===== src/rtl/fma_nan_pkg.sv =====
package fma_nan_pkg;

    typedef enum logic [1:0] {
        SRC_A    = 2'd0,
        SRC_B    = 2'd1,
        SRC_C    = 2'd2,
        SRC_DFLT = 2'd3
    } src_code_e;

    typedef enum logic [1:0] {
        POL_C_FIRST   = 2'd0,
        POL_SIG_ABC   = 2'd1,
        POL_A_C_B     = 2'd2,
        POL_PLAIN_ABC = 2'd3
    } policy_e;

    localparam int NUM_OPS = 3;

endpackage


===== src/rtl/fma_nan_classify.sv =====
module fma_nan_classify #(
    parameter int EXP_W = 8,
    parameter int MAN_W = 23
) (
    input  logic [EXP_W+MAN_W:0] word_i,
    input  logic                 snan_msb_set_i,
    output logic                 is_nan_o,
    output logic                 is_quiet_o,
    output logic                 is_sig_o
);
    localparam int TOP_MAN = MAN_W - 1;

    logic exp_full;
    logic man_nz;

    always_comb begin
        exp_full   = &word_i[EXP_W+MAN_W-1:MAN_W];
        man_nz     = |word_i[MAN_W-1:0];
        is_nan_o   = exp_full && man_nz;
        is_quiet_o = is_nan_o && (word_i[TOP_MAN] ^ snan_msb_set_i);
        is_sig_o   = is_nan_o && !(word_i[TOP_MAN] ^ snan_msb_set_i);
    end

endmodule


===== src/rtl/fma_nan_quieten.sv =====
module fma_nan_quieten #(
    parameter int EXP_W = 8,
    parameter int MAN_W = 23
) (
    input  logic [EXP_W+MAN_W:0] word_i,
    input  logic                 is_sig_i,
    input  logic                 snan_msb_set_i,
    input  logic [EXP_W+MAN_W:0] dflt_i,
    output logic [EXP_W+MAN_W:0] word_o
);
    localparam int WORD_W = 1 + EXP_W + MAN_W;
    localparam logic [WORD_W-1:0] QUIET_BIT = WORD_W'(1) << (MAN_W - 1);

    always_comb begin
        if (!is_sig_i) begin
            word_o = word_i;
        end else if (snan_msb_set_i) begin
            word_o = dflt_i;
        end else begin
            word_o = word_i | QUIET_BIT;
        end
    end

endmodule


===== src/rtl/fma_nan_priority.sv =====
module fma_nan_priority
    import fma_nan_pkg::*;
(
    input  logic [NUM_OPS-1:0] quiet_i,
    input  logic [NUM_OPS-1:0] sig_i,
    input  logic               infzero_i,
    input  logic [1:0]         policy_i,
    output src_code_e          code_o,
    output logic               iz_invalid_o
);
    logic [NUM_OPS-1:0] any_nan;

    always_comb begin
        any_nan      = quiet_i | sig_i;
        code_o       = SRC_B;
        iz_invalid_o = 1'b0;
        unique case (policy_e'(policy_i))
            POL_C_FIRST: begin
                if (infzero_i && quiet_i[2]) begin
                    iz_invalid_o = 1'b1;
                    code_o       = SRC_DFLT;
                end else if (sig_i[2])   code_o = SRC_C;
                else if (sig_i[0])       code_o = SRC_A;
                else if (sig_i[1])       code_o = SRC_B;
                else if (quiet_i[2])     code_o = SRC_C;
                else if (quiet_i[0])     code_o = SRC_A;
                else                     code_o = SRC_B;
            end
            POL_SIG_ABC: begin
                if (infzero_i) begin
                    iz_invalid_o = 1'b1;
                    code_o       = SRC_DFLT;
                end else if (sig_i[0])   code_o = SRC_A;
                else if (sig_i[1])       code_o = SRC_B;
                else if (sig_i[2])       code_o = SRC_C;
                else if (quiet_i[0])     code_o = SRC_A;
                else if (quiet_i[1])     code_o = SRC_B;
                else                     code_o = SRC_C;
            end
            POL_A_C_B: begin
                if (infzero_i) begin
                    iz_invalid_o = 1'b1;
                    code_o       = SRC_C;
                end else if (any_nan[0]) code_o = SRC_A;
                else if (any_nan[2])     code_o = SRC_C;
                else                     code_o = SRC_B;
            end
            default: begin
                if (any_nan[0])          code_o = SRC_A;
                else if (any_nan[1])     code_o = SRC_B;
                else                     code_o = SRC_C;
            end
        endcase
    end

endmodule


===== src/rtl/fma_nan_select.sv =====
module fma_nan_select
    import fma_nan_pkg::*;
#(
    parameter int EXP_W = 8,
    parameter int MAN_W = 23
) (
    input  logic                      clk,
    input  logic                      rst_n,
    input  logic [EXP_W+MAN_W:0]      op_a_i,
    input  logic [EXP_W+MAN_W:0]      op_b_i,
    input  logic [EXP_W+MAN_W:0]      op_c_i,
    input  logic                      infzero_i,
    input  logic [1:0]                policy_i,
    input  logic                      snan_msb_set_i,
    input  logic                      dflt_mode_i,
    output logic [EXP_W+MAN_W:0]      result_o,
    output logic                      invalid_o,
    output logic [1:0]                src_code_o
);
    localparam int WORD_W = 1 + EXP_W + MAN_W;
    localparam logic [WORD_W-1:0] DFLT_NORM =
        {1'b0, {EXP_W{1'b1}}, 1'b1, {(MAN_W-1){1'b0}}};
    localparam logic [WORD_W-1:0] DFLT_INV =
        {1'b0, {EXP_W{1'b1}}, 1'b0, {(MAN_W-1){1'b1}}};

    typedef struct packed {
        logic [WORD_W-1:0] word;
        logic              inv;
        logic [1:0]        code;
    } out_t;

    out_t state_d;
    out_t state_q;

    logic [WORD_W-1:0] ops      [NUM_OPS];
    logic [WORD_W-1:0] quieted  [NUM_OPS];
    logic [NUM_OPS-1:0] nan_vec;
    logic [NUM_OPS-1:0] quiet_vec;
    logic [NUM_OPS-1:0] sig_vec;
    logic [WORD_W-1:0]  dflt_word;
    src_code_e          pick_code;
    logic               iz_invalid;

    always_comb begin
        ops[0]    = op_a_i;
        ops[1]    = op_b_i;
        ops[2]    = op_c_i;
        dflt_word = snan_msb_set_i ? DFLT_INV : DFLT_NORM;
    end

    for (genvar gi = 0; gi < NUM_OPS; gi++) begin : g_op
        fma_nan_classify #(.EXP_W(EXP_W), .MAN_W(MAN_W)) u_cls (
            .word_i        (ops[gi]),
            .snan_msb_set_i(snan_msb_set_i),
            .is_nan_o      (nan_vec[gi]),
            .is_quiet_o    (quiet_vec[gi]),
            .is_sig_o      (sig_vec[gi])
        );
        fma_nan_quieten #(.EXP_W(EXP_W), .MAN_W(MAN_W)) u_qt (
            .word_i        (ops[gi]),
            .is_sig_i      (sig_vec[gi]),
            .snan_msb_set_i(snan_msb_set_i),
            .dflt_i        (dflt_word),
            .word_o        (quieted[gi])
        );
    end

    fma_nan_priority u_prio (
        .quiet_i     (quiet_vec),
        .sig_i       (sig_vec),
        .infzero_i   (infzero_i),
        .policy_i    (policy_i),
        .code_o      (pick_code),
        .iz_invalid_o(iz_invalid)
    );

    always_comb begin
        state_d.code = pick_code;
        state_d.inv  = (|sig_vec) | iz_invalid;
        if (dflt_mode_i) begin
            state_d.word = dflt_word;
        end else begin
            unique case (pick_code)
                SRC_A:   state_d.word = quieted[0];
                SRC_B:   state_d.word = quieted[1];
                SRC_C:   state_d.word = quieted[2];
                default: state_d.word = dflt_word;
            endcase
        end
    end

    always_ff @(posedge clk) begin
        if (!rst_n) begin
            state_q <= '0;
        end else begin
            state_q <= state_d;
        end
    end

    assign result_o   = state_q.word;
    assign invalid_o  = state_q.inv;
    assign src_code_o = state_q.code;

    AST_SIG_RAISES_INVALID: assert property (@(posedge clk) disable iff (!rst_n)
        (|sig_vec) |=> invalid_o);
    AST_DFLT_MODE_WORD: assert property (@(posedge clk) disable iff (!rst_n)
        dflt_mode_i |=> (result_o == $past(dflt_word)));
    AST_CODE3_WORD: assert property (@(posedge clk) disable iff (!rst_n)
        (pick_code == SRC_DFLT) |=> (result_o == $past(dflt_word) && src_code_o == 2'd3));
    AST_P1_INFZERO: assert property (@(posedge clk) disable iff (!rst_n)
        (policy_i == 2'd1 && infzero_i) |=> (src_code_o == 2'd3 && invalid_o));
    AST_P2_INFZERO: assert property (@(posedge clk) disable iff (!rst_n)
        (policy_i == 2'd2 && infzero_i) |=> (src_code_o == 2'd2 && invalid_o));
    AST_P3_NO_RAISE: assert property (@(posedge clk) disable iff (!rst_n)
        (policy_i == 2'd3 && sig_vec == '0) |=> !invalid_o);
    AST_QUIET_OUT: assert property (@(posedge clk) disable iff (!rst_n)
        (!snan_msb_set_i && (|nan_vec) && !infzero_i) |=> result_o[MAN_W-1]);

endmodule


===== config.mk =====
export PLATFORM = sky130hd
export DESIGN_NAME = fma_nan_select
export DESIGN_NICKNAME = d
export VERILOG_FILES = /design/src/rtl/fma_nan_pkg.sv /design/src/rtl/fma_nan_classify.sv /design/src/rtl/fma_nan_quieten.sv /design/src/rtl/fma_nan_priority.sv /design/src/rtl/fma_nan_select.sv
export SDC_FILE = /design/constraint.sdc
export NUM_CORES = 1
export LEC_CHECK = 0
export BUFFER_PORTS_ARGS = -buffer_cell sky130_fd_sc_hd__buf_2
export CORE_MARGIN = 2
export CORE_UTILIZATION = 40
export DETAILED_ROUTE_END_ITERATION = 6
export GPL_TIMING_DRIVEN = 0
export PLACE_DENSITY = 0.75
export SLEW_MARGIN = 20
export SYNTH_ARGS = -nofsm -noshare
export SYNTH_HDL_FRONTEND = slang
export SYNTH_SLANG_ARGS = --single-unit

===== constraint.sdc =====
create_clock -name clk -period 4.23 [get_ports clk]
set_clock_uncertainty 0.05 [all_clocks]
set_input_delay 0.846 -clock clk [delete_from_list [all_inputs] [get_ports clk]]
set_output_delay 0.846 -clock clk [all_outputs]
set_load 0.1 [all_outputs]

==> reports/summary.txt <==
Status = finished, final reports clean
Num CTS Buffers = 5
Yosys warns = 0
First-pass GRT wire length = 13,100 um
Fin. Hold Viols = 0
Rel. slew slack = 58.2%
Commonest non-fill, non-tap cell in the layout = buf_2
Via count = 2,918
Ant diodes = 0
Leakage = 0.00140 uW
Crit Path Category = input pin to flip-flop
Number of flops mapped to enable cells by yosys = 0
Cell count after synthesis = 286
Die width = 79.5 um
Num rows = 27
Post-CTS Hold Buffers = 0
Top Family by Delay on Critical Path = compound AO/OA/AOI/OAI gates
Post-Syn Area = 2280 um2
Nets = 536
Routed Antenna Nets = 0
Critical Path End Type = flip-flop
Reg clk slew, reported paths = 0.07 ns
CP startpoint = op_b_i[4]
Die area = 6330 um2
Syn nets = 393
Worst EP required = 4.40 ns
Fillers = 546
Placeable Area = 5510 um2
Worst Hold Class = input pin to flip-flop
Syn Area/Cell = 7.98 um2
Pins Over Slew Limit = 0
Slowest-stage cell, CP = o31ai_4
DRC viols = 0
Worst-path cell chain = buf_2 -> nor4_1 -> nand4_1 -> o21ai_2 -> a21boi_0 -> o31a_1 -> o31ai_4 -> clkbuf_1 -> o311ai_0 -> a21oi_1
Port bufs = 136
Crit start category = input pin
CTS sink count = 35
Initial antenna violation count = 0
Vias per cell = 5.81
Finished Cell Area = 3150 um2
Root Driver = clkbuf_8
Vias in the first global route = 2,642
RSZ-0062 raised after global routing = no
Fmax = 288 MHz
Crit path time final = 3.48 ns
Largest net degree at the start of global routing = 11
Tot GR Track Use = 26.3%
Seq/Total Area, Yosys = 30.7%
Routed WL = 8300 um
DR pass1 iterations = 4
Fraction of registers with async set/reset = 0%
H-tree lvl count = 2
Max-cap violations = 0
PostCTS Resize Cnt = 0
Largest vdd supply drop = 0.000194 V
DP HPWL = 6800 um
Period utilization = 82.2%
Hold WS = 0.777 ns
CTS Buffer Depth = 2
Setup-failing EPs final = 0
Yosys cell types = 51
CP max stage delay = 0.45 ns
Hold Startpoint = dflt_mode_i
WP data arrival = 3.64 ns
Slew @ Worst Pin = 0.627 ns
Initial Util = 41.4%
Commonest register cell after synthesis = dfxtp_1
Layout cells sized above 1 = 38.8%
Global route total overflow = 0
Max Fanout on Critical Path = 10
DIE HEIGHT = 79.5 um
Final cell count without fillers = 502
Setup Fix Bufs, Post-CTS = 0
Pwr/cell area = 361 nW/um2
Ports = 138
Most frequent cells in the layout = buf_2 (141), dfxtp_1 (35), a21oi_1 (26), or3_1 (23)
Wire per inst = 16.5 um
Setup tns final = 0 ns
CP bufs+invs = 2
Area post-placement = 3050 um2
Routability cong. = 0.936
CTS tree = built
Post-synthesis register bit count = 35
DR iter-0 viols = 218
Placed cell count = 494
Layout area overhead = 38.2%
==> layer usage <==
layer  track usage (%)  part of all wire, %
met1              35.8                   44
met2              43.1                   48
met5                 0                    0
met4              8.10                  1.5
met3              3.62                  6.9
==> path summary, 6_finish.rpt <==
check | to | slack (ns) | cells after the start
worst max-delay path | result_o[15] | 0.75 | 10
worst min-delay path | result_o[31] | 0.78 | 2
==> report_power, final <==
group / total (uW) / switching (uW) / internal, uW
clock network: 266 / 118 / 149
logic: 504 / 383 / 121
registers: 369 / 6.74 / 362
total: 1140 / 508 / 632
==> flip-flops by register name (all words and copies together), names as in the netlist <==
signal,cells
invalid_o,1
src_code_o,2
result_o,32
==> synthesized netlist by cell type (all sizes together) (3+ instances only) <==
master	count	area share, %
a211oi	3	0.99
a21oi	27	6.1
a31oi	10	2.7
and3	3	0.82
buf	11	3.4
clkbuf	12	2.0
dfxtp	35	31
ha	4	2.2
inv	4	0.66
nand2	21	3.5
nand3	3	0.66
nand4	9	2.5
nor2	12	2.0
nor3	6	1.3
nor4	15	4.1
o21ai	32	7.3
o311ai	22	8.8
o31ai	6	3.0
or3	24	6.8
==> metrics by stage <==
stage	setup WS, ns	total power, uW	utilization, %
3_5_place_dp	0.517	877	55.4
2_1_floorplan	1.19	748	-
4_1_cts	0.785	1140	57.3
3_3_place_gp	0.515	874	55.4
5_1_grt	0.513	1190	57.3
6_report	0.755	1140	57.3
==> logic make-up (layout without fill, tap and decap cells) <==
logic type	after synthesis	count (layout)	share of synthesized area, %
flip-flops	35	35	30.7
AND/OR/NAND/NOR	102	102	24.2
multiplexers	2	2	0.932
adder cells (fa/ha/maj)	4	4	2.19
buffers and inverters	27	171	6.08
AO/OA/AOI/OAI	114	114	35.1
XOR/XNOR	2	2	0.768
==> layout make-up <==
class / count / area (um2) / share of cell area (%)
Timing Repair Buffer: 136 / 681 / 21.6
Clock buffer: 8 / 100 / 3.17
Inverter: 4 / 15.0 / 0.476
Tap cell: 72 / 90.1 / 2.86
Buffer: 23 / 124 / 3.93
Multi-Input combinational cell: 224 / 1440 / 45.8
Sequential cell: 35 / 701 / 22.2
Power figures use the tool's default switching activity.
